--- src/rtl/capq_pkg.sv ---
package capq_pkg;
  localparam int unsigned DEF_DATA_W = 16;
  localparam int unsigned DEF_DEPTH  = 4;
  localparam int unsigned DEF_SEL_W  = 2;

  // Per-cycle decisions made at the top and fanned out to the sub-blocks.
  typedef struct packed {
    logic push;      // capture accepted into storage
    logic pop;       // read taken from storage
    logic full_hit;  // capture arrived with every slot occupied
    logic drain;     // read removes the final held entry
  } capq_ctl_t;
endpackage

--- src/rtl/capq_rst_sync.sv ---
module capq_rst_sync (
  input  logic clk,
  input  logic rst_n,
  output logic rst_n_sync
);
  logic [1:0] stage_q;

  always_ff @(posedge clk or negedge rst_n) begin
    if (!rst_n) stage_q <= 2'b00;
    else        stage_q <= {stage_q[0], 1'b1};
  end

  assign rst_n_sync = stage_q[1];
endmodule

--- src/rtl/capq_store.sv ---
module capq_store #(
  parameter int unsigned DATA_W = 16,
  parameter int unsigned DEPTH  = 4
) (
  input  logic                         clk,
  input  logic                         rst_n,
  input  logic                         clr,
  input  logic                         push,
  input  logic                         pop,
  input  logic [DATA_W-1:0]            wdata,
  output logic [DATA_W-1:0]            rdata,
  output logic [$clog2(DEPTH+1)-1:0]   count
);
  localparam int unsigned PTR_W = (DEPTH > 1) ? $clog2(DEPTH) : 1;
  localparam int unsigned CNT_W = $clog2(DEPTH+1);
  localparam logic [PTR_W-1:0] LAST_SLOT = PTR_W'(DEPTH-1);

  logic [DATA_W-1:0] slot_q [DEPTH];
  logic [PTR_W-1:0]  wr_ptr_q, wr_ptr_d;
  logic [PTR_W-1:0]  rd_ptr_q, rd_ptr_d;
  logic [CNT_W-1:0]  cnt_q, cnt_d;
  logic [DATA_W-1:0] rdata_q, rdata_d;

  // Storage: one enabled register per slot, no reset on data.
  for (genvar i = 0; i < DEPTH; i++) begin : g_slot
    logic slot_we;
    assign slot_we = push && !clr && (wr_ptr_q == PTR_W'(i));
    always_ff @(posedge clk) begin
      if (slot_we) slot_q[i] <= wdata;
    end
  end

  always_comb begin
    wr_ptr_d = wr_ptr_q;
    rd_ptr_d = rd_ptr_q;
    cnt_d    = cnt_q;
    rdata_d  = rdata_q;
    if (clr) begin
      wr_ptr_d = '0;
      rd_ptr_d = '0;
      cnt_d    = '0;
    end else begin
      if (push) wr_ptr_d = (wr_ptr_q == LAST_SLOT) ? '0 : wr_ptr_q + 1'b1;
      if (pop) begin
        rd_ptr_d = (rd_ptr_q == LAST_SLOT) ? '0 : rd_ptr_q + 1'b1;
        rdata_d  = slot_q[rd_ptr_q];
      end
      case ({push, pop})
        2'b10:   cnt_d = cnt_q + 1'b1;
        2'b01:   cnt_d = cnt_q - 1'b1;
        default: cnt_d = cnt_q;
      endcase
    end
  end

  always_ff @(posedge clk or negedge rst_n) begin
    if (!rst_n) begin
      wr_ptr_q <= '0;
      rd_ptr_q <= '0;
      cnt_q    <= '0;
      rdata_q  <= '0;
    end else begin
      wr_ptr_q <= wr_ptr_d;
      rd_ptr_q <= rd_ptr_d;
      cnt_q    <= cnt_d;
      rdata_q  <= rdata_d;
    end
  end

  assign rdata = rdata_q;
  assign count = cnt_q;

  // occupancy never exceeds the depth.
  assert_count_bound_R2: assert property (@(posedge clk) disable iff (!rst_n)
    cnt_q <= CNT_W'(DEPTH));

  // a full store is never written.
  assert_no_push_full_R3: assert property (@(posedge clk) disable iff (!rst_n)
    (cnt_q == CNT_W'(DEPTH)) |-> !push);

  // an empty store is never read.
  assert_no_pop_empty_R9: assert property (@(posedge clk) disable iff (!rst_n)
    (cnt_q == '0) |-> !pop);
endmodule

--- src/rtl/capq_ovf.sv ---
module capq_ovf (
  input  logic clk,
  input  logic rst_n,
  input  logic clr,
  input  logic full_hit,
  input  logic drain,
  output logic overflow
);
  logic ovf_q, ovf_d;

  always_comb begin
    ovf_d = ovf_q;
    if (clr)           ovf_d = 1'b0;
    else if (full_hit) ovf_d = 1'b1;
    else if (drain)    ovf_d = 1'b0;
  end

  always_ff @(posedge clk or negedge rst_n) begin
    if (!rst_n) ovf_q <= 1'b0;
    else        ovf_q <= ovf_d;
  end

  assign overflow = ovf_q;

  // a capture into a full queue raises the lockout.
  assert_ovf_set_R3: assert property (@(posedge clk) disable iff (!rst_n)
    (full_hit && !clr) |=> ovf_q);
endmodule

--- src/rtl/capq_irq.sv ---
module capq_irq #(
  parameter int unsigned SEL_W = 2
) (
  input  logic             clk,
  input  logic             rst_n,
  input  logic             clr,
  input  logic             push,
  input  logic [SEL_W-1:0] sel,
  input  logic             each,
  output logic             irq
);
  logic [SEL_W-1:0] grp_q, grp_d;
  logic             irq_q, irq_d;

  always_comb begin
    grp_d = grp_q;
    irq_d = 1'b0;
    if (clr) begin
      grp_d = '0;
    end else if (push) begin
      if (each) begin
        irq_d = 1'b1;
        grp_d = '0;
      end else if (grp_q == sel) begin
        irq_d = 1'b1;
        grp_d = '0;
      end else begin
        grp_d = grp_q + 1'b1;
      end
    end
  end

  always_ff @(posedge clk or negedge rst_n) begin
    if (!rst_n) begin
      grp_q <= '0;
      irq_q <= 1'b0;
    end else begin
      grp_q <= grp_d;
      irq_q <= irq_d;
    end
  end

  assign irq = irq_q;

  // forced mode pulses on every accepted capture.
  assert_each_irq_R8: assert property (@(posedge clk) disable iff (!rst_n)
    (push && each && !clr) |=> irq_q);

  // a pulse always follows an accepted capture.
  assert_irq_after_push_R7: assert property (@(posedge clk) disable iff (!rst_n)
    irq_q |-> $past(push && !clr));
endmodule

--- src/rtl/capture_queue.sv ---
module capture_queue
  import capq_pkg::*;
#(
  parameter int unsigned DATA_W = DEF_DATA_W,
  parameter int unsigned DEPTH  = DEF_DEPTH,
  parameter int unsigned SEL_W  = DEF_SEL_W
) (
  input  logic              clk,
  input  logic              rst_n,
  input  logic              cap_stb,
  input  logic [DATA_W-1:0] cap_data,
  input  logic              rd_stb,
  input  logic              mod_off,
  input  logic [SEL_W-1:0]  irq_sel,
  input  logic              irq_each,
  output logic [DATA_W-1:0] rd_data,
  output logic              not_empty,
  output logic              overflow,
  output logic              irq
);
  localparam int unsigned CNT_W = $clog2(DEPTH+1);

  logic             rst_n_sync;
  logic [CNT_W-1:0] count;
  logic             full;
  capq_ctl_t        ctl;

  capq_rst_sync u_rst (
    .clk        (clk),
    .rst_n      (rst_n),
    .rst_n_sync (rst_n_sync)
  );

  assign full = (count == CNT_W'(DEPTH));

  always_comb begin
    ctl.push     = cap_stb && !mod_off && !overflow && !full;
    ctl.pop      = rd_stb  && !mod_off && not_empty;
    ctl.full_hit = cap_stb && !mod_off && !overflow && full;
    ctl.drain    = ctl.pop && !ctl.push && (count == CNT_W'(1));
  end

  capq_store #(.DATA_W(DATA_W), .DEPTH(DEPTH)) u_store (
    .clk   (clk),
    .rst_n (rst_n_sync),
    .clr   (mod_off),
    .push  (ctl.push),
    .pop   (ctl.pop),
    .wdata (cap_data),
    .rdata (rd_data),
    .count (count)
  );

  capq_ovf u_ovf (
    .clk      (clk),
    .rst_n    (rst_n_sync),
    .clr      (mod_off),
    .full_hit (ctl.full_hit),
    .drain    (ctl.drain),
    .overflow (overflow)
  );

  capq_irq #(.SEL_W(SEL_W)) u_irq (
    .clk   (clk),
    .rst_n (rst_n_sync),
    .clr   (mod_off),
    .push  (ctl.push),
    .sel   (irq_sel),
    .each  (irq_each),
    .irq   (irq)
  );

  assign not_empty = (count != '0);

  // a refused capture into a full queue raises no interrupt.
  assert_ovf_no_irq_R3: assert property (@(posedge clk) disable iff (!rst_n_sync)
    (cap_stb && full && !mod_off) |=> !irq);

  // during lockout captures leave occupancy untouched unless read.
  assert_hold_while_ovf_R4: assert property (@(posedge clk) disable iff (!rst_n_sync)
    (overflow && cap_stb && !rd_stb && !mod_off) |=> ($stable(count) && !irq));

  // lockout only rises from a full queue.
  assert_ovf_from_full_R5: assert property (@(posedge clk) disable iff (!rst_n_sync)
    $rose(overflow) |-> $past(full));

  // module-off empties the queue and drops the lockout.
  assert_off_clear_R6: assert property (@(posedge clk) disable iff (!rst_n_sync)
    mod_off |=> (!not_empty && !overflow && !irq));

  // reading an empty queue keeps the read value.
  assert_empty_read_R9: assert property (@(posedge clk) disable iff (!rst_n_sync)
    (rd_stb && !not_empty) |=> $stable(rd_data));
endmodule

--- config.mk ---
export PLATFORM = sky130hd
export DESIGN_NAME = capture_queue
export DESIGN_NICKNAME = d
export VERILOG_FILES = /design/src/rtl/capq_pkg.sv /design/src/rtl/capq_rst_sync.sv /design/src/rtl/capq_store.sv /design/src/rtl/capq_ovf.sv /design/src/rtl/capq_irq.sv /design/src/rtl/capture_queue.sv
export SDC_FILE = /design/constraint.sdc
export NUM_CORES = 1
export LEC_CHECK = 0
export BUFFER_PORTS_ARGS = -buffer_cell sky130_fd_sc_hd__buf_4
export CORE_AREA = 2 2 128 117
export CTS_CLUSTER_DIAMETER = 40
export DETAILED_ROUTE_END_ITERATION = 16
export DIE_AREA = 0 0 130 119
export GPL_TIMING_DRIVEN = 1
export PLACE_DENSITY_LB_ADDON = 0.15
export SYNTH_ARGS = -nofsm -noshare
export SYNTH_HDL_FRONTEND = slang
export SYNTH_SLANG_ARGS = --single-unit
export TNS_END_PERCENT = 10
--- constraint.sdc ---
create_clock -name clk -period 1.6 [get_ports clk]
set_input_delay 0.32 -clock clk [delete_from_list [all_inputs] [get_ports clk]]
set_output_delay 0.32 -clock clk [all_outputs]
set_load 0.02 [all_outputs]
# ---- Word-level counts from Yosys, hierarchy flattened
# Memories as Yosys holds them, arrays and structs flattened. A register that Yosys moved wholly into a read port is not among the register bits.
# Index checks and enable logic that the tools add are counted.
dict set report op_classes {
  n_addsub 5
  eq_ne 9
  muxes 36
  bitwise 1
  reduce_logical 28
}
# op n
set ops {}
lappend ops {{16-bit 2-to-1 mux} 3}
lappend ops {{16-bit OR reduction} 3}
lappend ops {{2-bit 2-to-1 mux} 13}
lappend ops {{1-bit 2-to-1 mux} 18}
lappend ops {{1-bit logical AND} 13}
lappend ops {{3-bit nonzero test} 3}
lappend ops {{2-bit equality test (second input constant)} 4}
lappend ops {{2-bit by 1-bit adder with 2-bit output (second input constant)} 3}
lappend ops {{3-bit one-hot mux with 2 select lines} 1}
lappend ops {{1-bit logical NOT} 5}
lappend ops {{2-bit by 1-bit equality test with 1-bit output (second input constant)} 2}
lappend ops {{2-bit nonzero test} 2}
lappend ops {{3-bit by 1-bit adder with 3-bit output (second input constant)} 1}
lappend ops {{3-bit by 1-bit equality test with 1-bit output (second input constant)} 1}
lappend ops {{3-bit equality test (second input constant)} 1}
lappend ops {{3-bit 2-to-1 mux} 1}
lappend ops {{3-bit by 1-bit subtractor with 3-bit output (second input constant)} 1}
lappend ops {{2-bit equality test} 1}
lappend ops {{2-bit logical NOT} 1}
lappend ops {{2-bit AND reduction} 1}
lappend ops {{1-bit NOT} 1}
dict set report word_totals {
  reg_bits 13
  ram_bits 64
  input_bits 24
  out_inout_bits 19
  mem_count 1
}
# memory depth width read_ports rd_clocked_by_memory_dff write_ports line
set memory_table {}
lappend memory_table {u_store.slot_q 4 16 1 1 1 capq_store.sv:18} ;# logic [DATA_W-1:0] slot_q [DEPTH];

# ---- Logic depth before layout (Yosys ltp)
dict set report logic_depth {
  ltp_word 12
  depth_mapped 7
  depth_no_buf 7
}

# ---- Hierarchy
# From an unflattened synthesis, not the netlist that was laid out.
dict set report unflattened {
  hier_cells 235
  hier_area_um2 3799.9
}
# mod n_inst cells_each area_each_um2
set by_module_without_submodules {}
lappend by_module_without_submodules {capq_store 1 200 3453.3}
lappend by_module_without_submodules {capq_irq 1 19 187.7}
lappend by_module_without_submodules {capture_queue 1 9 61.3}
lappend by_module_without_submodules {capq_rst_sync 1 3 53.8}
lappend by_module_without_submodules {capq_ovf 1 4 43.8}

# ---- Least setup slack after synthesis
# No wires, ideal clock.
dict set report synth_timing {
  path_kind {register to register}
  startpoint {register u_store.cnt_q[1], in the netlist u_store.count[1]}
  endpoint {register u_store.cnt_q[1], in the netlist u_store.count[1]}
  setup_time_ns 0.101
  arrival_time_ns 1.694
  slack_ns -0.194
  stages_incl_launch_ff 8
  path_cell_list {dfrtp_1 inv_1 ha_1 nor2b_2 inv_1 nand2_1 maj3_2 o311ai_2}
}
dict set report synth_via {
  word_cells_on_any_way 12
  classes_between {2 x add/sub; 3 x eq/ne; 2 x mux; 5 x reduce/logical}
}
# item line
set synth_rtl {}
lappend synth_rtl {{from (decl)} capq_store.sv:21} ;# logic [CNT_W-1:0] cnt_q, cnt_d;
lappend synth_rtl {{from (signal assigned)} capq_store.sv:65} ;# cnt_q <= cnt_d;
lappend synth_rtl {{3-bit nonzero test *} capture_queue.sv:73} ;# assign not_empty = (count != '0);
lappend synth_rtl {{net not_empty} capture_queue.sv:17} ;# output logic not_empty,
lappend synth_rtl {{1-bit logical AND *} capture_queue.sv:38} ;# ctl.pop = rd_stb && !mod_off && not_empty;
lappend synth_rtl {{2-bit by 1-bit equality test with 1-bit output / 2-bit equality test (equally long branches)} capq_store.sv:48} ;# case ({push, pop})
lappend synth_rtl {{3-bit one-hot mux with 2 select lines} capq_store.sv:48}
lappend synth_rtl {{3-bit 2-to-1 mux} capq_store.sv:38} ;# if (clr) begin
# The timed path passes the listed nets; every way through them passes the cells marked *.
# A chain may end at the register's enable or synchronous reset.

# ---- Worst setup path in the final report
dict set report layout_timing {
  startpoint {register u_store.cnt_q[1], in the netlist u_store.count[1]}
  endpoint {register u_store.rdata_q[8], in the netlist u_store.rdata[8], read port of u_store.slot_q}
}
dict set report layout_via {
  elab_chain_cells 3
}
# item line
set layout_lines {}
lappend layout_lines {{3-bit nonzero test} capture_queue.sv:73}
lappend layout_lines {{1-bit logical AND} capture_queue.sv:38}
lappend layout_lines {{2-bit AND reduction (no source line)} --}
lappend layout_lines {{to (decl)} capq_store.sv:22} ;# logic [DATA_W-1:0] rdata_q, rdata_d;
# No other way between the ends.

==> results.ini <==
[run_status]
outcome=finished with violations
violations=setup timing

[global_route]
grt_max_degree=28
grt_usage=0.1063
grt_pass1_wl_mm=11.90
grt_pass1_vias=2104
antenna_found_initial=0
grt-ovfl-total=0

[floorplanning]
initial_core_util=0.2616
die_h_microns=119
die_area_sq_um=15470
die_x_microns=130
boundaryPins=43
core_sq_um=14350
std_cell_rows=42

[timing]
tns_ns=-0.1486
max_freq_mhz=616.4
timing.final.max_slew_violations=0
skew_ns=0.007860
finalCriticalPeriod_ns=1.622
hold_viol=0
grt_setup_unrepaired=yes
holdWs_ns=0.1842
min_period_over_period=1.014
finalWorstSetupSlack_ns=-0.02243
setup_viol=9

[worst_setup_path]
cp-end-kind=flip-flop
cp_top_family=buffers and inverters
critical_path_required_ns=1.82
crit_path_top_delay_cell=dfrtp_1
crit_chain=inv_2 -> ha_4 -> nor2b_4 -> buf_4 -> nor2_4 -> buf_12 -> mux2_2
r2r_cells=7
critical_path_buf_inv_count=3
crit_type=flip-flop to flip-flop
worstPathArrival_ns=1.85
max_stage_delay_ns=0.36
path_max_fanout=10
crit_path_start_kind=flip-flop
cp.depth=7

[min_path]
hold_path.class=primary input to flip-flop
hold_depth=1

[yosys]
synth_cell_types=36
yosys_warnings=0
synth-seq-cells=93
yosysTopAreaCell=edfxtp_1
syn_avg_cell_area_sq_um=19.24
netlist_area_sq_um=3752
syn_inst=195
ys_top_cells_by_area=edfxtp_1 51%, dfrtp_1 19%, mux4_2 6.0%, mux2_2 5.4%, mux4_1 4.2%
synth_top_area_frac=0.5122
synth-seq-area-share=0.7056
synthesis.nets=228

[placement]
dp_slack_ns=-0.1249
place_congestion=0.7522
hpwl_mm=4.823
dp.cells=451
placed_area_sq_um=4534
portBuffers=42

[finish]
multi_input_area_sq_um=1094
fillCellCount=1379
nNetsFinal=302
fin_area_sq_um=4903
syn2layout_area_growth_pct=30.68
postLayoutCoreUtil=0.3418
drive_gt1_frac=0.4745
fin_cells=472
regArea_sq_um=2648
diodes=0

[cts]
clock_latency_ns=0.34
cts_buffers=9
cts.clk_slew.worst_paths_ns=0.06
clock_sinks=93
htreeDepth=3
tritoncts=built
clockBufferDepth=2
clk_root_buffer_cell=clkbuf_16

[routing]
vias=1931
dr.first_iter.drc_count=113
avgRoutedWirePerCell_microns=15.90
ant_nets=0
drt_pass1_iterations=4
via_per_inst=4.091
remaining_drc_errors=0
routed_wl_mm=7.504

[power_and_ir_drop]
clkPwrFrac=0.251
powerDensity_nw_per_um2=1577
peakVddDrop_uv=532.7
p_comb_frac=0.333
seqPwrFrac=0.416
power.switching_mw=2.255
total_power_mw=7.732
p_leak_nw=1.863
intPower_mw=5.477
power_switching_share=0.2916

[job]
drv_cap=0

[final timing paths]
check,from,to,slack (ns)
worst max-delay path,u_store.count[1]$_DFFE_PN0P_,u_store.rdata[8]$_DFFE_PN0P_,-0.02
max in group asynchronous,u_rst.stage_q[1]$_DFF_PN0_,u_store.rdata[3]$_DFFE_PN0P_,1.05
worst min register to register,u_rst.stage_q[1]$_DFF_PN0_,u_ovf.overflow$_DFFE_PN0P_,0.26
worst min-delay path,cap_data[12],u_store.slot_q[2][12]$_DFFE_PP_,0.18
worst max register to register,u_store.count[1]$_DFFE_PN0P_,u_store.rdata[8]$_DFFE_PN0P_,-0.02
min in group asynchronous,u_rst.stage_q[1]$_DFF_PN0_,u_ovf.overflow$_DFFE_PN0P_,0.26
[state kept, by name, summed over array words and instances (netlist names)]
name and cells:
u_store.count 3, u_irq.grp_q 2, u_rst.stage_q 2, u_ovf.overflow 1, u_store.rdata 16, u_store.slot_q 64
u_irq.irq 1, u_store.rd_ptr_q 2, u_store.wr_ptr_q 2
[synthesized netlist by cell type (all sizes together)]
cell type	n
edfxtp	64
dfrtp	29
mux2	18
mux4	16
ha	9
buf	7
inv	7
nand2	7
nor2	5
a21oi	4
and3	4
mux2i	3
and2	2
nand4	2
o21ai	2
xnor2	2
a211oi	1
a21bo	1
a21o	1
conb	1
maj3	1
nand2b	1
nand4b	1
nor2b	1
nor3b	1
o2111ai	1
o311ai	1
o31ai	1
or3	1
xnor3	1
[layout by cell type (no fill, tap or decap), types with 4 or more instances in the layout]
cell	synthesis	routed
nand2_1	6	5
clkbuf_16	0	9
nor2_1	4	4
mux2_2	18	15
buf_4	2	60
buf_12	0	7
edfxtp_1	64	64
and3_4	0	4
inv_1	7	4
dfrtp_1	29	29
ha_1	9	8
mux4_1	6	6
mux4_2	10	10
clkbuf_1	0	4
[worst register-to-register path, delay by kind of cell, from the launching register on]
family	cells	cell delay [ns]
buf+inv	3	0.38
mux	1	0.33
fa+ha+maj	1	0.16
flops	1	0.36
simple gates	2	0.28
[repair_timing]
item / CTS / global route
endpoints found under the setup margin: 2 / 84
hold endpoints to repair: 2 / 0
gates resized for setup: 7 / 9
setup buffers: 3 / 1
hold buffers: 1 / 0
pin swaps: 1 / 0
[power groups by stage]
| stage | logic (mW) | registers [mW] | clock network [mW] |
|---|---|---|---|
| 2_1_floorplan | 1.19 | 3.49 | 0 |
| 3_3_place_gp | 2.39 | 3.27 | 0 |
| 3_5_place_dp | 2.40 | 3.27 | 0 |
| 4_1_cts | 2.55 | 3.23 | 2.01 |
| 5_1_grt | 2.79 | 3.27 | 2.12 |
| 6_report | 2.57 | 3.22 | 1.94 |
[per-layer routing]
layer | routed length [microns] | GRT usage | up-vias
met4 | 60 | 0.03226 | 0
met2 | 3518 | 0.1626 | 40
li1 | - | - | 903
met3 | 358 | 0.04133 | 7
met1 | 3567 | 0.1396 | 981
met5 | 0 | 0 | -
[area by class of cell]
cell class / count / area share
flip-flops and latches: 93 / 0.5399
well taps: 198 / 0.05052
repair buffers: 70 / 0.1271
multi-input cells: 88 / 0.2230
inverters: 7 / 0.005359
clock buffers: 13 / 0.04899
clock inverters: 3 / 0.005103
[logic make-up (layout without fill, tap and decap cells)]
family,after synthesis,count (layout),share of synthesized area
adders and majority gates,10,10,0.03301
buffers and inverters,14,93,0.02234
DFF,93,93,0.7056
other,1,1,0.0009994
and+or+nand+nor,25,25,0.03901
xor gates and xnor gates,3,3,0.01167
muxes,37,37,0.1641
AOI/OAI and AO/OA,12,12,0.02335
No activity file was read; power rests on OpenSTA's default activity.
